$ cat src/rtl/hdr_pkg.sv
package hdr_pkg;
    typedef enum logic [2:0] {
        S_IDLE,
        S_DEFER,
        S_XMIT,
        S_JAM,
        S_BACKOFF
    } hdr_state_e;
endpackage

$ cat src/rtl/hdr_lfsr.sv
module hdr_lfsr #(
    parameter int W   = 10,
    parameter int TAP = 7
) (
    input  logic         clk,
    input  logic         rst_n,
    output logic [W-1:0] q
);
    logic fb;
    assign fb = q[W-1] ^ q[TAP-1];

    always_ff @(posedge clk) begin
        if (!rst_n) q <= W'(1);
        else        q <= {q[W-2:0], fb};
    end

    assert_lfsr_nonzero_R6: assert property (@(posedge clk) disable iff (!rst_n)
        q != '0);
endmodule

$ cat src/rtl/hdr_slot_timer.sv
module hdr_slot_timer #(
    parameter int SLOT_BYTES = 64,
    parameter int CNT_W      = 10
) (
    input  logic             clk,
    input  logic             rst_n,
    input  logic             load,
    input  logic [CNT_W-1:0] load_slots,
    input  logic             run,
    input  logic             byte_stb,
    output logic             zero
);
    localparam int SB_W = $clog2(SLOT_BYTES);

    logic [SB_W-1:0]  byte_in_slot;
    logic [CNT_W-1:0] slots_left;

    assign zero = (slots_left == '0);

    always_ff @(posedge clk) begin
        if (!rst_n) begin
            byte_in_slot <= '0;
            slots_left   <= '0;
        end else if (load) begin
            byte_in_slot <= '0;
            slots_left   <= load_slots;
        end else if (run && byte_stb && !zero) begin
            if (byte_in_slot == SB_W'(SLOT_BYTES - 1)) begin
                byte_in_slot <= '0;
                slots_left   <= slots_left - CNT_W'(1);
            end else begin
                byte_in_slot <= byte_in_slot + SB_W'(1);
            end
        end
    end

    assert_slot_step_R6: assert property (@(posedge clk) disable iff (!rst_n)
        (!load && run && byte_stb && !zero && byte_in_slot == SB_W'(SLOT_BYTES - 1))
        |=> slots_left == $past(slots_left) - CNT_W'(1));
endmodule

$ cat src/rtl/hd_retry_ctrl.sv
module hd_retry_ctrl #(
    parameter int RETRY_W     = 4,
    parameter int WIN_W       = 6,
    parameter int LFSR_W      = 10,
    parameter int LFSR_TAP    = 7,
    parameter int SLOT_BYTES  = 64,
    parameter int JAM_BYTES   = 4,
    parameter int DEFER_LIMIT = 3036
) (
    input  logic               clk,
    input  logic               rst_n,
    input  logic               tx_start,
    input  logic               tx_end,
    input  logic               byte_stb,
    input  logic               col_det,
    input  logic               crs,
    input  logic               cfg_no_backoff,
    input  logic               cfg_defer_allow,
    input  logic [RETRY_W-1:0] cfg_retry_max,
    input  logic [WIN_W-1:0]   cfg_col_window,
    output logic               send_req,
    output logic               abort_xcol,
    output logic               abort_xdefer,
    output logic               late_col
);
    import hdr_pkg::*;

    localparam int ATT_W = RETRY_W + 1;
    localparam int BC_W  = WIN_W + 1;
    localparam int DEF_W = $clog2(DEFER_LIMIT + 1);
    localparam int JAM_W = $clog2(JAM_BYTES);

    hdr_state_e        state, next_state;
    logic [ATT_W-1:0]  attempts, attempts_nxt;
    logic [BC_W-1:0]   byte_cnt;
    logic [DEF_W-1:0]  defer_cnt;
    logic [JAM_W-1:0]  jam_cnt;
    logic [LFSR_W-1:0] rnd, bo_mask;
    logic              defer_hit, late_hit, jam_last, over_limit, early_col, bo_zero;

    hdr_lfsr #(.W(LFSR_W), .TAP(LFSR_TAP)) u_lfsr (
        .clk(clk), .rst_n(rst_n), .q(rnd)
    );

    hdr_slot_timer #(.SLOT_BYTES(SLOT_BYTES), .CNT_W(LFSR_W)) u_slot (
        .clk(clk), .rst_n(rst_n),
        .load(early_col), .load_slots(rnd & bo_mask),
        .run(state == S_BACKOFF), .byte_stb(byte_stb), .zero(bo_zero)
    );

    assign defer_hit    = byte_stb && (defer_cnt == DEF_W'(DEFER_LIMIT));
    assign late_hit     = byte_cnt > {1'b0, cfg_col_window};
    assign jam_last     = byte_stb && (jam_cnt == JAM_W'(JAM_BYTES - 1));
    assign over_limit   = attempts > {1'b0, cfg_retry_max};
    assign early_col    = (state == S_XMIT) && col_det && !late_hit;
    assign attempts_nxt = attempts + ATT_W'(1);

    // backoff range mask: 2^min(n,LFSR_W)-1 for attempt n
    always_comb begin
        for (int i = 0; i < LFSR_W; i++) bo_mask[i] = (i < int'(attempts_nxt));
    end

    // next-state logic
    always_comb begin
        next_state = state;
        unique case (state)
            S_IDLE:    if (tx_start) next_state = S_DEFER;
            S_DEFER:   if (!crs) next_state = S_XMIT;
                       else if (defer_hit && !cfg_defer_allow) next_state = S_IDLE;
            S_XMIT:    if (col_det) next_state = late_hit ? S_IDLE : S_JAM;
                       else if (tx_end) next_state = S_IDLE;
            S_JAM:     if (jam_last) next_state = over_limit ? S_IDLE :
                                     (cfg_no_backoff ? S_DEFER : S_BACKOFF);
            S_BACKOFF: if (bo_zero) next_state = S_DEFER;
            default:   next_state = S_IDLE;
        endcase
    end

    // state register
    always_ff @(posedge clk) begin
        if (!rst_n) state <= S_IDLE;
        else        state <= next_state;
    end

    // counters
    always_ff @(posedge clk) begin
        if (!rst_n) begin
            attempts  <= '0;
            byte_cnt  <= '0;
            defer_cnt <= '0;
            jam_cnt   <= '0;
        end else begin
            if (next_state == S_IDLE) attempts <= '0;
            else if (early_col)       attempts <= attempts_nxt;

            if (state != S_XMIT)                 byte_cnt <= '0;
            else if (byte_stb && byte_cnt != '1) byte_cnt <= byte_cnt + BC_W'(1);

            if (state != S_DEFER) defer_cnt <= '0;
            else if (byte_stb && crs && defer_cnt != DEF_W'(DEFER_LIMIT))
                defer_cnt <= defer_cnt + DEF_W'(1);

            if (state != S_JAM) jam_cnt <= '0;
            else if (byte_stb)  jam_cnt <= jam_cnt + JAM_W'(1);
        end
    end

    // outputs
    always_comb begin
        send_req     = (state == S_DEFER) && !crs;
        abort_xdefer = (state == S_DEFER) && crs && defer_hit && !cfg_defer_allow;
        late_col     = (state == S_XMIT) && col_det && late_hit;
        abort_xcol   = (state == S_JAM) && jam_last && over_limit;
    end

    assert_one_event_R9: assert property (@(posedge clk) disable iff (!rst_n)
        $onehot0({send_req, abort_xcol, abort_xdefer, late_col}));

    assert_send_enters_xmit_R1: assert property (@(posedge clk) disable iff (!rst_n)
        send_req |=> (state == S_XMIT) && (byte_cnt == '0));

    assert_defer_bounded_R2: assert property (@(posedge clk) disable iff (!rst_n)
        defer_cnt <= DEF_W'(DEFER_LIMIT));

    assert_late_ends_frame_R4: assert property (@(posedge clk) disable iff (!rst_n)
        late_col |=> (state == S_IDLE) && (attempts == '0));

    assert_early_counts_R7: assert property (@(posedge clk) disable iff (!rst_n)
        early_col |=> (state == S_JAM) && (attempts == $past(attempts) + ATT_W'(1)));

    assert_abort_clears_R8: assert property (@(posedge clk) disable iff (!rst_n)
        (abort_xcol || abort_xdefer) |=> (state == S_IDLE) && (attempts == '0));
endmodule

$ cat config.mk
export PLATFORM = sky130hd
export DESIGN_NAME = hd_retry_ctrl
export DESIGN_NICKNAME = d
export VERILOG_FILES = /design/src/rtl/hdr_pkg.sv /design/src/rtl/hdr_lfsr.sv /design/src/rtl/hdr_slot_timer.sv /design/src/rtl/hd_retry_ctrl.sv
export SDC_FILE = /design/constraint.sdc
export NUM_CORES = 1
export LEC_CHECK = 0
export BUFFER_PORTS_ARGS = -buffer_cell sky130_fd_sc_hd__buf_2
export CAP_MARGIN = 25
export CORE_UTILIZATION = 45
export CTS_CLUSTER_SIZE = 14
export DETAILED_ROUTE_END_ITERATION = 16
export SETUP_SLACK_MARGIN = 0.5
export SYNTH_ARGS = -nofsm -noshare
export SYNTH_HDL_FRONTEND = slang
export SYNTH_SLANG_ARGS = --single-unit
$ cat constraint.sdc
create_clock -name clk -period 4.4 [get_ports clk]
set_input_delay 0.44 -clock clk [delete_from_list [all_inputs] [get_ports clk]]
set_output_delay 0.44 -clock clk [all_outputs]
set_load 0.02 [all_outputs]
# Word level (Yosys, flattened, before mapping)
# Index checks and enable logic that the tools add are counted.
# Widths: inputs -> output; s select.
[word_totals]
out_inout_bits = 4
reg_bits = 55
word_cells = 88
[op_classes]
n_eq_ne = 12
add_sub_neg = 6
n_bitwise = 3
n_mux = 15
magnitude_cmp = 12
reduce_logical = 32
[ops]
columns = ["operator", "count"]
rows = [
  ["$mux 10", 3],
  ["$mux 3", 9],
  ["$lt 3x5->1 const A", 4],
  ["$logic_and 1x1->1", 17],
  ["$pmux 3 s5", 1],
  ["$add 12x1->12 const B", 1],
  ["$eq 12x12->1 const B", 1],
  ["$ne 12x12->1 const B", 1],
  ["$and 10x10->10", 1],
  ["$logic_not 10->1", 1],
  ["$lt 1x5->1 const A", 2],
  ["$lt 2x5->1 const A", 2],
  ["$lt 4x5->1 const A", 2],
  ["$reduce_or 2->1", 5],
  ["$sub 10x1->10 const B", 1],
  ["$add 7x1->7 const B", 1],
  ["$gt 7x6->1", 1],
  ["$ne 7x7->1 const B", 1],
  ["$add 6x1->6 const B", 1],
  ["$eq 3x2->1 const B", 2],
  ["$eq 6x6->1 const B", 1],
  ["$logic_not 3->1", 2],
  ["$mux 6", 1],
  ["$ne 3x2->1 const B", 2],
  ["other kinds (13)", 17],
]

# Logic depth before layout (Yosys ltp)
# Gate-level depths: netlist of run 1.
[logic_depth]
word_depth = 8
ltp_mapped = 9
depth_no_buf = 8

# Hierarchy
# From an unflattened synthesis of run 1, not the netlist that was laid out.
[hier_totals]
hier_cells = 369
hier_area_um2 = 3160.5
[modules_own_cells]
columns = ["module", "cells_each", "area_each_um2", "instances"]
rows = [
  ["hd_retry_ctrl", 236, 1956.9, 1],
  ["hdr_slot_timer", 112, 934.6, 1],
  ["hdr_lfsr", 21, 269.0, 1],
]

# Worst setup path before layout of run 1
# No wires, ideal clock.
[synth_path]
path_kind = "in2reg"
startpoint = "in cfg_col_window[4]"
endpoint = "reg attempts[1]"
setup_ps = 103
arrival_ps = 2068
path_stages = 8
t_required_ps = 4297
slack_ps = 2229
path_buffers = 0
path_cell_list = "inv_1 > ha_1 > a21o_1 > a211o_1 > o21a_1 > nor2_2 > nor4_4 > a2111oi_2"
[synth_between]
elab_chain_len = 6
[synth_lines]
columns = ["element", "line_no", "text"]
rows = [
  ["from (decl)", "hd_retry_ctrl.sv:20", "input logic [WIN_W-1:0] cfg_col_window,"],
  ["$gt 7x6->1 (*)", "hd_retry_ctrl.sv:52", "assign late_hit = byte_cnt > {1'b0, cfg_col_window};"],
  ["$mux 2", "hd_retry_ctrl.sv:70", "S_XMIT: if (col_det) next_state = late_hit ? S_IDLE : S_JAM;"],
  ["$mux 3", "hd_retry_ctrl.sv:70", ""],
  ["$pmux 3 s5", "hd_retry_ctrl.sv:66", "unique case (state)"],
  ["$logic_not 3->1", "hd_retry_ctrl.sv:93", "if (next_state == S_IDLE) attempts <= '0;"],
  ["$reduce_or 2->1 (no line)", "-", ""],
  ["to (signal assigned)", "hd_retry_ctrl.sv:94", "else if (early_col) attempts <= attempts_nxt;"],
  ["to (decl)", "hd_retry_ctrl.sv:34", "logic [ATT_W-1:0] attempts, attempts_nxt;"],
]
# Mark *: on every way between the ends. The rest lies on a longest branch, timed or not.
# A chain may end at the register's enable or synchronous reset.

# Final worst setup path of run 1
[layout_path]
startpoint = "reg attempts[0]"
endpoint = "out abort_xcol"
[layout_between]
elab_chain_len = 2
[layout_lines]
columns = ["element", "line_no", "text"]
rows = [
  ["$gt 5x4->1", "hd_retry_ctrl.sv:54", "assign over_limit = attempts > {1'b0, cfg_retry_max};"],
  ["$logic_and 1x1->1", "hd_retry_ctrl.sv:113", "abort_xcol = (state == S_JAM) && jam_last && over_limit;"],
  ["to (decl)", "hd_retry_ctrl.sv:22", "output logic abort_xcol,"],
]
# No other way between the ends.

==> results of run 1 <==
[per-stage QoR]
stage                     power, W  cell area [sq um]  setup WS (ps)  util [%]  std cells
after floorplan           0.000576               3030           2230         -        354
after global routing      0.000904               3270           1490      50.8        449
after detailed placement  0.000596               3180           1630      49.5        442
final                     0.000868               3270           1700      50.8        449
after CTS                 0.000877               3270           1660      50.8        449
after global placement    0.000595               3180           1660      49.5        442
[path summary, 6_finish.rpt]
path                                                          end  slack (ps)  cells after the start
worst max-delay path                                   abort_xcol        1700                      6
worst min-delay path                          state[1]$_SDFF_PN0_         420                      2
worst max register to register  u_slot.slots_left[1]$_SDFFE_PN0P_        1850                      7
worst min register to register             u_lfsr.q[2]$_SDFF_PN0_         460                      1
[per-layer routing]
metal / part of all wire [%] / global-route usage, % / vias to the layer above
li1: - / - / 1272
met1: 51 / 22.6 / 1098
met2: 45 / 29.4 / 33
met3: 3.4 / 3.46 / 7
met4: 1.4 / 6.27 / 0
met5: 0 / 0 / -
[area by class of cell]
class	instances	area share (%)
tap	77	2.95
clock buffer	6	2.53
sequential	55	33.7
inverter	20	2.30
multi-input combinational	268	55.0
timing repair buffer	22	3.37
clock inverter	1	0.153
[worst max-delay path, stage by stage (launching register included)]
cell	delay, ps
dfxtp_1	530
inv_1	140
ha_1	290
a41oi_1	200
a2bb2oi_1	390
nor2b_1	210
buf_2	180
[cells by family (layout without fill, tap and decap cells)]
family          count (synthesis)  in the layout  share of synthesized area, %
buf+inv                        31             49                          4.42
simple gates                  148            148                          26.1
fa+ha+maj                      18             18                          7.43
xor+xnor                       36             36                          10.4
compound gates                 63             63                          14.3
flops                          55             55                          36.3
mux                             3              3                         0.991
[sequential cells by signal, summed over array words and instances (netlist names)]
register and count:
attempts 5, byte_cnt 7, defer_cnt 12, jam_cnt 2
state 3, u_lfsr.q 10, u_slot.byte_in_slot 6, u_slot.slots_left 10
[power by group through the flow]
| stage | Sequential (W) | Combinational (W) | Clock, W |
|---|---|---|---|
| 2_1_floorplan | 0.000519 | 0.0000567 | 0 |
| 3_3_place_gp | 0.000522 | 0.0000731 | 0 |
| 3_5_place_dp | 0.000522 | 0.0000738 | 0 |
| 4_1_cts | 0.000510 | 0.0000742 | 0.000293 |
| 5_1_grt | 0.000512 | 0.0000832 | 0.000310 |
| 6_report | 0.000510 | 0.0000734 | 0.000284 |
[layout by cell type, fill, tap and decap left out, drive strengths merged, types with 2 or more instances in the layout]
| master | instances |
|---|---|
| xor2 | 14 |
| o21ai | 16 |
| ha | 18 |
| nand4 | 8 |
| nor2 | 40 |
| nor3 | 22 |
| and3 | 5 |
| dfxtp | 55 |
| a21o | 2 |
| inv | 20 |
| o31ai | 3 |
| clkbuf | 6 |
| or3 | 2 |
| o311ai | 2 |
| and2 | 9 |
| buf | 22 |
| nor4 | 3 |
| a2bb2oi | 2 |
| nor2b | 5 |
| mux2i | 3 |
| o21a | 3 |
| xnor2 | 22 |
| a21boi | 2 |
| nor3b | 4 |
| o22ai | 4 |
| nand3 | 15 |
| nand2 | 25 |
| a21oi | 16 |
| nand2b | 2 |
| a31oi | 4 |
==> results.md, run 1 <==
- Vias in the first global route: 2299
- Sequential Power Share: 58.8%
- Port-buffer cells: 22
- Clock root cell: clkbuf_8
- Critical path launch point: attempts[0]$_SDFFE_PP0P_
- Power Dens Cells: 266 mW/mm^2
- Worst hold path type: primary input to flip-flop
- Total global routing track utilization: 17.6%
- CTS Hold Bufs: 0
- Unrepaired setup endpoints after global routing: false
- FILL cells: 627
- Combinational cell fraction of total power: 8.4%
- Slew Limit Fails: 0
- FFs w/ async S/R, synth: 0%
- Startpoint class of the critical path: flip-flop
- Initial antenna violation count: 0
- Core Rows: 29
- Synth top area cells: dfxtp_1 (36%), ha_1 (7.4%), xnor2_1 (6.4%)
- Top_reg_cell synth: dfxtp_1
- Max Clock Freq: 371 MHz
- Tmin final: 2700 ps
- TritonCTS clock tree: done
- Initial Utilization: 47.2%
- Synth Area per Inst: 8.56 sq um
- Yosys Warn Count: 0
- Setup bufs post-CTS: 0
- Post-Synthesis Cells: 354
- Final WL: 5780 microns
- Hold wc startpoint: col_det
- Register area: 0.00110 sq mm
- Final ANT Viol Nets: 0
- IO Pins: 23
- PostCTS Resize Cnt: 0
- Share of cells above drive strength 1: 11.8%
- Die height: 84.1 microns
- Finish-stage setup viols: 0
- Crit path kind: flip-flop to output pin
- # Max-Cap Violations: 0
- Commonest cells in the netlist: dfxtp_1 (55), nor2_1 (38), nand2_1 (25)
- Top-area cell type share of the netlist area: 36.3%
- Hold_ws: 419 ps
- Sequential share of the synthesized area: 36.3%
- Worst endpoint data arrival time: 2260 ps
- Grt ovf: 0
- NetSw: 0.000212 W
- Nets@finish: 409
- Number of vias in the routed layout: 2410
- Tcrit/Tclk final: 61.3%
- CP max FO: 9
- Clock network power share: 32.8%
- Post-synth cell types: 60
- Worst slew pin tran: 537 ps
- Worst skew pair latency: 310 ps
- Max VDD drop: 138 uV
- Clk sinks: 55
- R2r startpoint: byte_cnt[4]$_SDFFE_PP0P_
- ANT cells: 0
- Synthesized area: 0.00303 sq mm
- Residual DRC: 8
- Slew HR: 63.6%
- CTS clk-pin slew, worst paths: 100 ps
- Setup Skew: 7.99 ps
- Register bit total from synthesis: 55
- Post-route setup TNS: 0 ps
- Final Hold Vio Count: 0
- Worst EP required: 3960 ps
- Dpl hpwl: 4250 microns
- Wire per inst: 12.9 microns
- Die W: 84.1 microns
- Area leader, netlist: dfxtp_1
- Die Footprint: 0.00707 sq mm
- Core Footprint: 0.00642 sq mm
- Vias/cell: 5.37
- Switching share of power: 24.4%
- Failing checks: DRC
- Status: complete, but fails checks
- Largest net degree at the start of global routing: 20
- Drt pass-1 iters: 10
- Clock Path Buffers: 2
- CTS Buf Count: 5
- Leak: 1.24 nW
- First-pass GRT wire length: 10100 microns
- Internal: 0.000656 W
- Crit. End Element: output pin
- Iter 0 DRT Violations: 54
- H-tree levels: 2
- Net Count, Synth: 391
- GPL Wtd Cong: 0.757
- Number of flops mapped to enable cells by yosys: 0
- Syn-to-layout area delta: 7.76%
- Multi-input logic area: 0.00180 sq mm
- Top-count cell post-synth: dfxtp_1
Note: power is estimated with default switching activity, not from simulation.
==> run 2: changes to the inputs <==
--- a/config.mk
+++ b/config.mk
@@ -5,6 +5,7 @@
 export SDC_FILE = /design/constraint.sdc
 export NUM_CORES = 1
 export LEC_CHECK = 0
+export ABC_AREA = 1
 export BUFFER_PORTS_ARGS = -buffer_cell sky130_fd_sc_hd__buf_2
 export CAP_MARGIN = 25
 export CORE_UTILIZATION = 45
==> constraint.sdc (replaced) <==
create_clock -name clk -period 2.81 [get_ports clk]
set_input_delay 0.281 -clock clk [delete_from_list [all_inputs] [get_ports clk]]
set_output_delay 0.281 -clock clk [all_outputs]
set_load 0.02 [all_outputs]
==> run 2 against run 1 <==
Compared with the run above: the run now ends clean; sequential power rose by 57%; worst setup slack worse by 1000 ps; via count grew 15%; clock skew rose by 6.4 ps; first-iteration DRC count increased by 24%; combinational power grew to 2.5 times the previous value; final cell count rose by 34%; synthesized cell count rose by 35%; clock power grew 55%; critical path depth up 2; global-route usage up 0.43 points; count of clock-buffer cells in the layout is the same.
==> results.md, run 2 <==
- Status: finished, final reports clean
- Commonest cells in the netlist: nand2_1 (117), inv_1 (83), dfxtp_1 (55)
- Nets@finish: 540
- # Max-Cap Violations: 0
- Slew Limit Fails: 0
- Max VDD drop: 194 uV
- Vias/cell: 4.61
- Synth top area cells: dfxtp_1 (34%), nand2_1 (13%), inv_1 (9.5%)
- Largest register FFs: 12
- Clk sinks: 55
- Startpoint class of the critical path: flip-flop
- Core Footprint: 0.00691 sq mm
- Wire per inst: 10.5 microns
- IO Pins: 23
- Number of flops mapped to enable cells by yosys: 0
- Unrepaired setup endpoints after global routing: false
- Finish-stage setup viols: 0
- Synthesized area: 0.00329 sq mm
- Residual DRC: 0
- Final WL: 6330 microns
- Slowest CP cell: dfxtp_1
- Synth Area per Inst: 6.87 sq um
- Share of cells above drive strength 1: 13.3%
- Final Instance Count excl. Fillers: 600
- CTS clk-pin slew, worst paths: 110 ps
- Hold_ws: 269 ps
- TritonCTS clock tree: done
- Worst slew pin tran: 493 ps
- Die Footprint: 0.00765 sq mm
- FFs w/ async S/R, synth: 0%
- PostCTS Resize Cnt: 0
- Tcrit/Tclk final: 75.1%
- Worst endpoint data arrival time: 1830 ps
- Dpl hpwl: 5070 microns
- Leak: 1.69 nW
- Final ANT Viol Nets: 0
- Initial Utilization: 47.6%
- Port-buffer cells: 22
- CP delay by family, top: simple AND/OR/NAND/NOR gates
- Die W: 87.5 microns
- Most frequent cells in the layout: nand2_1 (117), inv_1 (83), dfxtp_1 (55)
- Largest net degree at the start of global routing: 20
- CTS Hold Bufs: 0
- Clock Path Buffers: 2
- Drt pass-1 iters: 4
- Top-area cell type share of the netlist area: 33.5%
- ANT cells: 0
- Power Dens Cells: 399 mW/mm^2
- Tmin final: 2110 ps
- CP max FO: 3
- Grt ovf: 0
- GPL Wtd Cong: 0.885
- H-tree levels: 2
- WP buf/inv: 1
- Post-Synthesis Cells: 478
- Top-count cell post-synth: nand2_1
- Max Clock Freq: 474 MHz
- Max stage delay on crit path: 350 ps
- Post-route setup TNS: 0 ps
- Setup Skew: 14.4 ps
- Top_reg_cell synth: dfxtp_1
- Biggest regs: defer_cnt (12), u_lfsr.q (10), u_slot.slots_left (10)
- Critical path, cell by cell: ha_1, nand2_1, nor2_1, nand2_1, nand2_2, nand3_1, nor2_1, buf_2
- First-pass GRT wire length: 10800 microns
- Worst skew pair latency: 320 ps
- Worst hold path type: primary input to flip-flop
- Post-synth cell types: 38
- Die height: 87.5 microns
- Sequential share of the synthesized area: 33.5%
- Final Hold Vio Count: 0
- Clock root cell: clkbuf_8
- Initial antenna violation count: 0
- Core Rows: 30
- Commonest non-fill, non-tap cell in the layout: nand2_1
- Vias in the first global route: 2446
- CTS Buf Count: 5
- Number of vias in the routed layout: 2768
- Slew HR: 66.9%
- Crit. End Element: output pin
- Dpl cells: 592
- Syn-to-layout area delta: 8.72%
- Iter 0 DRT Violations: 67
- Net Count, Synth: 515
- Setup bufs post-CTS: 0
- Largest reg by FF count: defer_cnt
- Total global routing track utilization: 18.1%
- Yosys Warn Count: 0
- Register bit total from synthesis: 55
- Crit path kind: flip-flop to output pin
- Worst EP required: 2530 ps
- Area leader, netlist: dfxtp_1
==> run 2: cell count changes after synthesis, sizes merged, moves of 4 or more <==
cell,delta
nand2,+98
inv,+70
nand3,+21
nor2,+17
xnor2,-15
a21oi,+11
and2,-9
nor3,-9
clkbuf,-8
nor2b,-5
a31oi,-4
and3,-4
nand4,-4
o22ai,-4
==> run 2: kinds of logic (layout without fill, tap and decap cells) <==
kind of cell / after synthesis / after routing / share of synthesized area, %
AND/OR/NAND/NOR: 240 / 240 / 33.6
buffers and inverters: 96 / 122 / 11.5
flip-flops: 55 / 55 / 33.5
AO/OA/AOI/OAI: 49 / 49 / 8.95
XOR/XNOR: 20 / 20 / 5.56
adder cells (fa/ha/maj): 18 / 18 / 6.85
==> run 2: tightest hold or removal path, cell delays in order <==
cell and delay [ps]:
buf_2 140, nand2_1 70, a21oi_1 50
==> run 2: final cells by class <==
cell class / count / area, sq um
well taps: 96 / 120
repair buffers: 23 / 118
inverters: 91 / 342
flip-flops and latches: 55 / 1100
clock buffers: 6 / 72.6
fillers: 735 / 3330
clock inverters: 2 / 12.5
multi-input cells: 327 / 1810
==> run 2: through the flow <==
stage                     utilization (%)  setup WS [ps]  total power (W)  area (sq um)
after floorplan                         -           1170         0.000963          3290
after global placement               50.5            818          0.00101          3490
after detailed placement             50.5            794          0.00101          3490
after CTS                            51.7            665          0.00145          3570
after global routing                 51.7            526          0.00150          3570
final                                51.7            699          0.00143          3570
==> run 2: per-layer routing <==
metal | track usage, % | routed length, microns | share of wire, %
met1 | 22.6 | 3140 | 50
met3 | 3.41 | 157 | 2.5
met4 | 6.71 | 122 | 1.9
met5 | 0 | 0 | 0
met2 | 30.7 | 2910 | 46
==> run 2: where the power goes <==
part	switching (W)	total (W)	internal, W
clock	0.000264	0.000439	0.000175
sequential	0.0000109	0.000803	0.000792
combinational	0.000117	0.000186	0.0000685
total	0.000392	0.00143	0.00104
==> run 2: path summary, 6_finish.rpt <==
check | from | endpoint | slack, ps | depth (start not counted)
max | byte_cnt[5]$_SDFFE_PP0P_ | late_col | 700 | 8
min | byte_stb | byte_cnt[6]$_SDFFE_PP0P_ | 270 | 3
max reg2reg | byte_cnt[5]$_SDFFE_PP0P_ | u_slot.slots_left[0]$_SDFFE_PN0P_ | 830 | 10
min reg2reg | u_lfsr.q[5]$_SDFF_PN0_ | u_lfsr.q[6]$_SDFF_PN0_ | 430 | 2
